File: config.mk
export PLATFORM = sky130hd
export DESIGN_NAME = wbusy_rdpath
export DESIGN_NICKNAME = d
export VERILOG_FILES = /design/src/rtl/wbrd_pkg.sv /design/src/rtl/wbrd_edge.sv /design/src/rtl/wbrd_toggle.sv /design/src/rtl/wbrd_mux.sv /design/src/rtl/wbusy_rdpath.sv
export SDC_FILE = /design/constraint.sdc
export NUM_CORES = 1
export LEC_CHECK = 0
export BUFFER_PORTS_ARGS = -buffer_cell sky130_fd_sc_hd__buf_2
export CORE_AREA = 2 2 39 41
export DETAILED_ROUTE_END_ITERATION = 7
export DIE_AREA = 0 0 41 43
export RECOVER_POWER = 50
export SLEW_MARGIN = 0
export SYNTH_ARGS = -nofsm -noshare
export SYNTH_HDL_FRONTEND = slang
export SYNTH_SLANG_ARGS = --single-unit
File: constraint.sdc
create_clock -name clk -period 1 [get_ports clk]
set_input_delay 0.1 -clock clk [delete_from_list [all_inputs] [get_ports clk]]
set_output_delay 0.1 -clock clk [all_outputs]
set_load 0.005 [all_outputs]
File: src/rtl/wbrd_pkg.sv
package wbrd_pkg;
   localparam int POLL_POS   = 7;
   localparam int TOGGLE_POS = 6;
   localparam int MIN_W      = 8;
endpackage

File: src/rtl/wbrd_edge.sv
module wbrd_edge (
   input  logic clk,
   input  logic rst_n,
   input  logic level_i,
   output logic rise_o
);
   logic level_q;
   always_ff @(posedge clk or negedge rst_n) begin
      if (!rst_n) level_q <= 1'b0;
      else        level_q <= level_i;
   end
   assign rise_o = level_i & ~level_q;
endmodule

File: src/rtl/wbrd_toggle.sv
module wbrd_toggle #(
   parameter bit INIT = 1'b0
) (
   input  logic clk,
   input  logic rst_n,
   input  logic advance_i,
   output logic bit_o
);
   logic state_q;
   always_ff @(posedge clk or negedge rst_n) begin
      if (!rst_n)         state_q <= INIT;
      else if (advance_i) state_q <= ~state_q;
   end
   // value presented for the access being sampled now
   assign bit_o = advance_i ? ~state_q : state_q;
endmodule

File: src/rtl/wbrd_mux.sv
module wbrd_mux
   import wbrd_pkg::*;
#(
   parameter int DATA_W = 8
) (
   input  logic              rd_i,
   input  logic              busy_i,
   input  logic              last_msb_i,
   input  logic              tog_i,
   input  logic [DATA_W-1:0] array_i,
   output logic [DATA_W-1:0] next_o
);
   always_comb begin
      next_o = '0;
      if (rd_i) begin
         if (busy_i) begin
            next_o[POLL_POS]   = ~last_msb_i;
            next_o[TOGGLE_POS] = tog_i;
         end else begin
            next_o = array_i;
         end
      end
   end
endmodule

File: src/rtl/wbusy_rdpath.sv
module wbusy_rdpath
   import wbrd_pkg::*;
#(
   parameter int DATA_W     = 8,
   parameter bit STROBE_LOW = 1'b0,
   parameter bit TOG_INIT   = 1'b0
) (
   input  logic              clk,
   input  logic              rst_n,
   input  logic              sel_i,
   input  logic              rd_i,
   input  logic              busy_i,
   input  logic              last_msb_i,
   input  logic [DATA_W-1:0] array_i,
   output logic [DATA_W-1:0] data_o,
   output logic              drive_o
);
   generate
      if (DATA_W < MIN_W) begin : g_bad_width
         $error("wbusy_rdpath: DATA_W must be at least 8");
      end
   endgenerate

   logic rd_act;
   generate
      if (STROBE_LOW) begin : g_low
         assign rd_act = ~sel_i & ~rd_i;
      end else begin : g_high
         assign rd_act = sel_i & rd_i;
      end
   endgenerate

   logic rd_rise, tog;
   logic [DATA_W-1:0] nxt;

   wbrd_edge u_edge (
      .clk(clk), .rst_n(rst_n), .level_i(rd_act), .rise_o(rd_rise)
   );

   wbrd_toggle #(.INIT(TOG_INIT)) u_tog (
      .clk(clk), .rst_n(rst_n), .advance_i(rd_rise & busy_i), .bit_o(tog)
   );

   wbrd_mux #(.DATA_W(DATA_W)) u_mux (
      .rd_i(rd_act), .busy_i(busy_i), .last_msb_i(last_msb_i),
      .tog_i(tog), .array_i(array_i), .next_o(nxt)
   );

   always_ff @(posedge clk or negedge rst_n) begin
      if (!rst_n) begin
         data_o  <= '0;
         drive_o <= 1'b0;
      end else begin
         data_o  <= nxt;
         drive_o <= rd_act;
      end
   end
endmodule

==> results of run 1 <==
[layout make-up]
class	instances	area, um^2	area share, %
Timing Repair Buffer	23	118	22.0
Multi-Input combinational cell	16	111	20.8
Tap cell	16	20.0	3.74
Clock buffer	4	36.3	6.78
Sequential cell	10	250	46.7
[metal layers]
metal / GRT usage [%] / vias to the layer above / share of wire [%]
met4: 6.00 / 0 / 0
met2: 12.2 / 23 / 40
met1: 14.6 / 124 / 44
met3: 3.66 / 0 / 16
met5: 0 / - / 0
li1: - / 143 / -
[per-stage QoR]
step                instance area, um^2  instances  total power, mW
finish                              536         69            0.922
global route                        536         69            0.980
CTS                                 539         69            0.945
detailed placement                  493         64            0.576
global placement                    493         64            0.572
floorplan                           363         26            0.514
[synth_stat cells (all sizes together)]
cell type	instances	area, um^2
o211a	1	10.0
and3b	1	10.0
nand4b	2	17.5
nand3	1	5.00
and2	7	43.8
dfrtp	10	250
xnor2	1	8.76
nand2	1	3.75
o21ai	1	5.00
xor2	1	8.76
[kinds of logic after synthesis]
kind of cell | Yosys count | share of synthesized area [%]
compound gates | 2 | 4.14
flops | 10 | 69.0
simple gates | 12 | 22.1
xor+xnor | 2 | 4.83
[where the power goes]
part | total, mW | internal (mW) | leakage (nW) | switching (mW)
sequential | 0.463 | 0.440 | 0.134 | 0.0235
combinational | 0.104 | 0.0606 | 0.148 | 0.0436
clock | 0.355 | 0.221 | 0.0210 | 0.134
total | 0.922 | 0.721 | 0.303 | 0.201
[state kept, by name (all words and copies together) (netlist names)]
signal,cells
u_tog.state_q,1
data_o,8
u_edge.level_q,1
[worst min-delay path by stage]
| stage | startpoint | end | slack, ns |
|---|---|---|---|
| 6_report | array_i[5] | data_o[5] | 0.05 |
| 3_3_place_gp | rst_n | data_o[3] | -0.03 |
| 3_5_place_dp | rst_n | data_o[5] | -0.02 |
| 5_1_grt | array_i[1] | data_o[1] | 0.05 |
| 4_1_cts | array_i[3] | data_o[3] | 0.04 |
| 2_1_floorplan | rst_n | data_o[0] | -0.20 |
==> reports/qor.csv, run 1 <==
stage;metric;value;unit
power_and_ir_drop;P per Cell Area;1720;nW/um^2
sta;final worst-path cycle share;88.3;%
global_route;first-pass GRT wire length;1130;um
sta;Worst Slack Setup Final;0.117;ns
cells_and_area;post-layout util;38.7;%
critical_path;R2R depth;2;
job;Max-cap violations;0;
yosys;Synth Instances;26;
cells_and_area;# fillers;157;
critical_path;crit-path cells;buf_2;
placed_design;gpl congestion;0.651;
clocking;CTS root buf;clkbuf_4;
sta;RSZ-0062 raised after global routing;no;
critical_path;Crit path buffers/inverters;1;
sta;Fin Clk Skew;0.0000526;ns
cells_and_area;share of cells above drive strength 1;45.3;%
critical_path;worst r2r src;u_edge.level_q;
cells_and_area;antenna diode count;0;
critical_path;r2r endpoint;u_tog.state_q;
cells_and_area;Layout Area Growth over Synthesis;47.6;%
detailed_routing;# DRC;0;
sta;Fmax;1.13;GHz
critical_path;r2r setup slk;0.17;ns
yosys;Synth warnings;0;
cells_and_area;most frequent cells in the layout;buf_2, dfrtp_1, and2_1, clkbuf_4;
clocking;setup bufs post-CTS;0;
critical_path;Setup Crit Path Kind;flop to primary output;
clocking;clock-pin slew on the worst setup and hold paths;0.06;ns
critical_path;startpoint types;flop;
detailed_routing;final wirelength;766;um
critical_path;Setup crit end;drive_o;
detailed_routing;Via density;4.20;
critical_path;arrival time worst endpoint;0.78;ns
global_route;vias in the first global route;266;
sta;final hold viol count;0;
sta;Fin Hold WS;0.0491;ns
cells_and_area;commonest non-fill, non-tap cell in the layout;buf_2;
critical_path;Crit Path Max Fanout;3;
detailed_routing;via count;290;
clocking;TritonCTS Sinks;10;
clocking;cts bufs inserted;3;
global_route;pin count of the biggest net entering global routing;11;
floorplan;Die Ht;43;um
critical_path;WP depth;1;
clocking;CTS tree;yes;
detailed_routing;Initial DRT Pass Iterations;2;
sta;Setup-failing EPs final;0;
critical_path;Largest stage delay, worst path;0.39;ns
worst_hold_path;Worst Hold Depth;2;
yosys;Synth Cell Area;363;um^2
critical_path;crit path from;u_edge.level_q;
cells_and_area;Final #Nets;68;
clocking;CTS Buffer Depth;2;
clocking;Clk Latency, worst-skew pair;0.26;ns
yosys;Seq/Total Area, Yosys;69.0;%
global_route;initial antenna violation count;0;
clocking;Clock H-tree levels;1;
sta;fin crit period;0.883;ns
clocking;# resized after CTS;0;
run_status;outcome;complete, no violations;
critical_path;Crit-path slowest cell;dfrtp_1;
floorplan;IO Pins;23;
power_and_ir_drop;leakage power;0.303;nW
floorplan;die width;41;um
placed_design;Post-Place Worst Slack;0.166;ns
sta;count of pins over their slew limit;0;
yosys;distinct cell type count after synthesis;10;
power_and_ir_drop;maximum VDD drop;0.621;mV
yosys;Mean Syn Cell Area;14.0;um^2
yosys;Yosys reg bits;10;
floorplan;Initial Utilization;26.2;%
sta;Worst Max-Slew Pin Slew;0.538;ns
clocking;post-cts hold buffer count;1;
detailed_routing;Post-DRT Antenna Nets;0;
floorplan;core region area;1380;um^2
yosys;net count after synthesis;40;
detailed_routing;WL per Instance;11.1;um
global_route;gr usage total;10.0;%
sta;headroom to the max-slew limit;64.1;%
placed_design;port buffer count;22;
critical_path;crit path capture type;primary output;
global_route;Congestion Overflow GR;0;
sta;Final TNS setup;0;ns
worst_hold_path;worst hold path type;input port to flop;
floorplan;Cell Rows;14;
critical_path;Worst EP required;0.90;ns
floorplan;Die ar.;1760;um^2
critical_path;CP delay by family, top;flip-flops;
detailed_routing;DRT iter0 DRCs;2;
(Power assumes the default switching activity.)
==> inputs of run 2 (changes only) <==
- SYNTH_HIERARCHICAL: unset -> 1
==> reports/qor.csv, run 2 <==
stage;metric;value;unit;change
cells_and_area;Top reg by flops;data_o;;unchanged
critical_path;Setup Crit Path Kind;flop to flop;;was flop to primary output
cells_and_area;max reg flops;8;;unchanged
critical_path;Worst EP required;1.19;ns;was 0.90 ns
detailed_routing;# DRC;0;;unchanged
run_status;outcome;finished, violations left;;was complete, no violations
yosys;main flop type after synthesis;dfrtp_1;;unchanged
yosys;xor/xnor cell area share of the yosys netlist;2.27;%;was 4.83%
floorplan;Die ar.;1760;um^2;unchanged
global_route;Congestion Overflow GR;0;;unchanged
yosys;Yosys reg bits;11;;was 10
job;Max-cap violations;0;;unchanged
floorplan;IO Pins;23;;unchanged
sta;Fmax;0.962;GHz;was 1.13 GHz
power_and_ir_drop;maximum VDD drop;0.808;mV;was 0.621 mV
sta;final worst-path cycle share;104;%;was 88.3%
yosys;largest family of logic cells by synthesized area;simple AND/OR/NAND/NOR gates;;unchanged
sta;Final TNS setup;-0.0390;ns;was 0 ns
cells_and_area;share of cells above drive strength 1;55.4;%;was 45.3%
yosys;Synth Cell Area;387;um^2;was 363 um^2
critical_path;startpoint types;flop;;unchanged
yosys;multiplexer area fraction after synthesis;2.59;%;was 0%
clocking;clock-pin slew on the worst setup and hold paths;0.07;ns;was 0.06 ns
yosys;Synth warnings;6;;was 0
run_status;failing checks;setup timing;;
sta;count of pins over their slew limit;0;;unchanged
cells_and_area;commonest non-fill, non-tap cell in the layout;buf_2;;unchanged
placed_design;port buffer count;22;;unchanged
yosys;post-synthesis simple-gate area fraction;21.4;%;was 22.1%
global_route;initial antenna violation count;0;;unchanged
yosys;Seq/Total Area, Yosys;71.2;%;was 69.0%
yosys;area fraction in compound gates after synthesis;2.59;%;was 4.14%
detailed_routing;Via density;3.94;;was 4.20
power_and_ir_drop;switching pwr;0.209;mW;was 0.201 mW
clocking;CTS Buffer Depth;2;;unchanged
clocking;TritonCTS Sinks;11;;was 10
clocking;CTS root buf;clkbuf_4;;unchanged
placed_design;Post-DP HPWL;591;um;
detailed_routing;via count;284;;was 290
yosys;distinct cell type count after synthesis;9;;was 10
clocking;CTS tree;yes;;unchanged
floorplan;Initial Utilization;27.9;%;was 26.2%
power_and_ir_drop;sequential group share of total power;53.6;%;was 50.2%
cells_and_area;antenna diode count;0;;unchanged
cells_and_area;Layout Area Growth over Synthesis;51.1;%;was 47.6%
detailed_routing;DRT iter0 DRCs;0;;was 2
global_route;pin count of the biggest net entering global routing;12;;was 11
yosys;EDFF count, synth;0;;unchanged
sta;headroom to the max-slew limit;62.6;%;was 64.1%
yosys;leading area contributor after synthesis;dfrtp_1;;unchanged
power_and_ir_drop;Clk pwr share;30.9;%;was 38.5%
global_route;gr usage total;10.2;%;was 10.0%
global_route;vias in the first global route;283;;was 266
yosys;Async S/R FF share, synth;100;%;unchanged
cells_and_area;# fillers;136;;was 157
clocking;Clk Latency, worst-skew pair;0.26;ns;about the same
power_and_ir_drop;Sw Share;22.3;%;was 21.8%
sta;Setup-failing EPs final;1;;was 0
yosys;Synth Instances;26;;unchanged
floorplan;core region area;1380;um^2;unchanged
power_and_ir_drop;P per Cell Area;1600;nW/um^2;was 1720 nW/um^2
yosys;commonest cells in the netlist;dfrtp_1, and2_1;;was dfrtp_1, and2_1, nand4b_1
floorplan;Cell Rows;14;;unchanged
critical_path;Crit Path Max Fanout;2;;was 3
floorplan;die width;41;um;unchanged
detailed_routing;WL per Instance;10.4;um;was 11.1 um
power_and_ir_drop;leakage power;0.337;nW;was 0.303 nW
cells_and_area;Final #Nets;71;;was 68
cells_and_area;post-layout util;42.2;%;was 38.7%
critical_path;crit path capture type;flop;;was primary output
clocking;Clock H-tree levels;1;;unchanged
yosys;net count after synthesis;40;;unchanged
yosys;top post-synthesis cells by area;dfrtp_1, and2_1, nor2b_4;;was dfrtp_1, and2_1, nand4b_1
yosys;Post-Synth Adder-Cell Area;0;%;unchanged
detailed_routing;Initial DRT Pass Iterations;1;;was 2
sta;Worst Max-Slew Pin Slew;0.561;ns;was 0.538 ns
power_and_ir_drop;Int Pwr;0.728;mW;was 0.721 mW
sta;RSZ-0062 raised after global routing;yes;;was no
global_route;first-pass GRT wire length;1140;um;was 1130 um
sta;final hold viol count;0;;unchanged
power_and_ir_drop;combinational power share;15.4;%;was 11.3%
sta;Fin Clk Skew;0.0000777;ns;was 0.0000526 ns
worst_hold_path;worst hold path type;input port to flop;;unchanged
cells_and_area;most frequent cells in the layout;buf_2, dfrtp_1, and2_1, clkbuf_4, buf_4;;was buf_2, dfrtp_1, and2_1, clkbuf_4
critical_path;arrival time worst endpoint;1.23;ns;was 0.78 ns
placed_design;gpl congestion;0.637;;was 0.651
yosys;Mean Syn Cell Area;14.9;um^2;was 14.0 um^2
detailed_routing;final wirelength;750;um;was 766 um
yosys;most frequent cell after synthesis;dfrtp_1;;unchanged
sta;fin crit period;1.04;ns;was 0.883 ns
clocking;cts bufs inserted;3;;unchanged
clocking;setup bufs post-CTS;0;;unchanged
floorplan;Die Ht;43;um;unchanged
detailed_routing;Post-DRT Antenna Nets;0;;unchanged
sta;Worst Slack Setup Final;-0.0390;ns;was 0.117 ns
yosys;post-synth top area share;71.2;%;was 69.0%
## run 2: cell count changes after synthesis, sizes merged
cell    delta
and3b      -1
dfrtp      +1
mux2i      +1
nor2b      +3
and2       +1
xnor2      -1
o21ai      -1
nand4b     -2
nand3      -1
## run 2: power groups by stage
stage	clock network [mW]	registers, mW	logic [mW]
3_3_place_gp	0	0.503	0.137
3_5_place_dp	0	0.505	0.137
4_1_cts	0.307	0.503	0.149
2_1_floorplan	0	0.505	0.0425
6_report	0.290	0.503	0.144
5_1_grt	0.332	0.507	0.165
## run 2: worst paths after layout
path / start / to / slack, ns / cells after the start
worst max-delay path: u_edge/level_q / data_o[6] / -0.04 / 5
max in group asynchronous: rst_n / data_o[7] / 0.30 / 2
worst min-delay path: array_i[3] / data_o[3] / 0.04 / 2
worst min register to register: u_tog/state_q / u_tog/state_q / 0.60 / 2
worst max register to register: u_edge/level_q / data_o[6] / -0.04 / 5
min in group asynchronous: rst_n / drive_o / 0.34 / 2
## run 2: critical path, stage by stage (launching register included)
cell	delay (ns)
dfrtp_1	0.39
nor2b_4	0.10
and2_4	0.15
xor2_2	0.14
mux2i_1	0.09
nor2b_1	0.11
## run 2: final cells by class
cell class / count / area (um^2) / share of cell area [%]
Clock buffer: 4 / 26.3 / 4.50
Tap cell: 16 / 20.0 / 3.43
Multi-Input combinational cell: 15 / 121 / 20.8
Timing Repair Buffer: 26 / 141 / 24.2
Sequential cell: 11 / 275 / 47.1
## run 2: per-layer routing
layer,track usage (%),part of all wire (%),vias up
met3,6.28,20,0
met1,10.6,39,120
met4,6.00,0,0
met2,15.0,41,23
li1,-,-,141
met5,0,0,-
## run 2: logic make-up after synthesis
logic type	after synthesis
flip-flops	11
XOR/XNOR	1
AO/OA/AOI/OAI	1
multiplexers	1
AND/OR/NAND/NOR	12
## run 2: through the flow
stage               hold slack [ns]  area, um^2  cells  setup WS [ns]  total power, mW
floorplan                    -0.196         387     26        0.00219            0.548
CTS                          0.0295         586     72        -0.0504            0.960
detailed placement          -0.0226         539     67        -0.0947            0.642
global route                 0.0395         584     72         -0.116             1.00
global placement            -0.0217         539     67        -0.0822            0.640
finish                       0.0401         584     72        -0.0390            0.937
## run 2: what timing repair did
item                                    4_1_cts  5_1_grt
endpoints found under the hold margin        11        0
hold buffers                                  1        0
gates resized for setup                       2        0
endpoints found under the setup margin        2        2
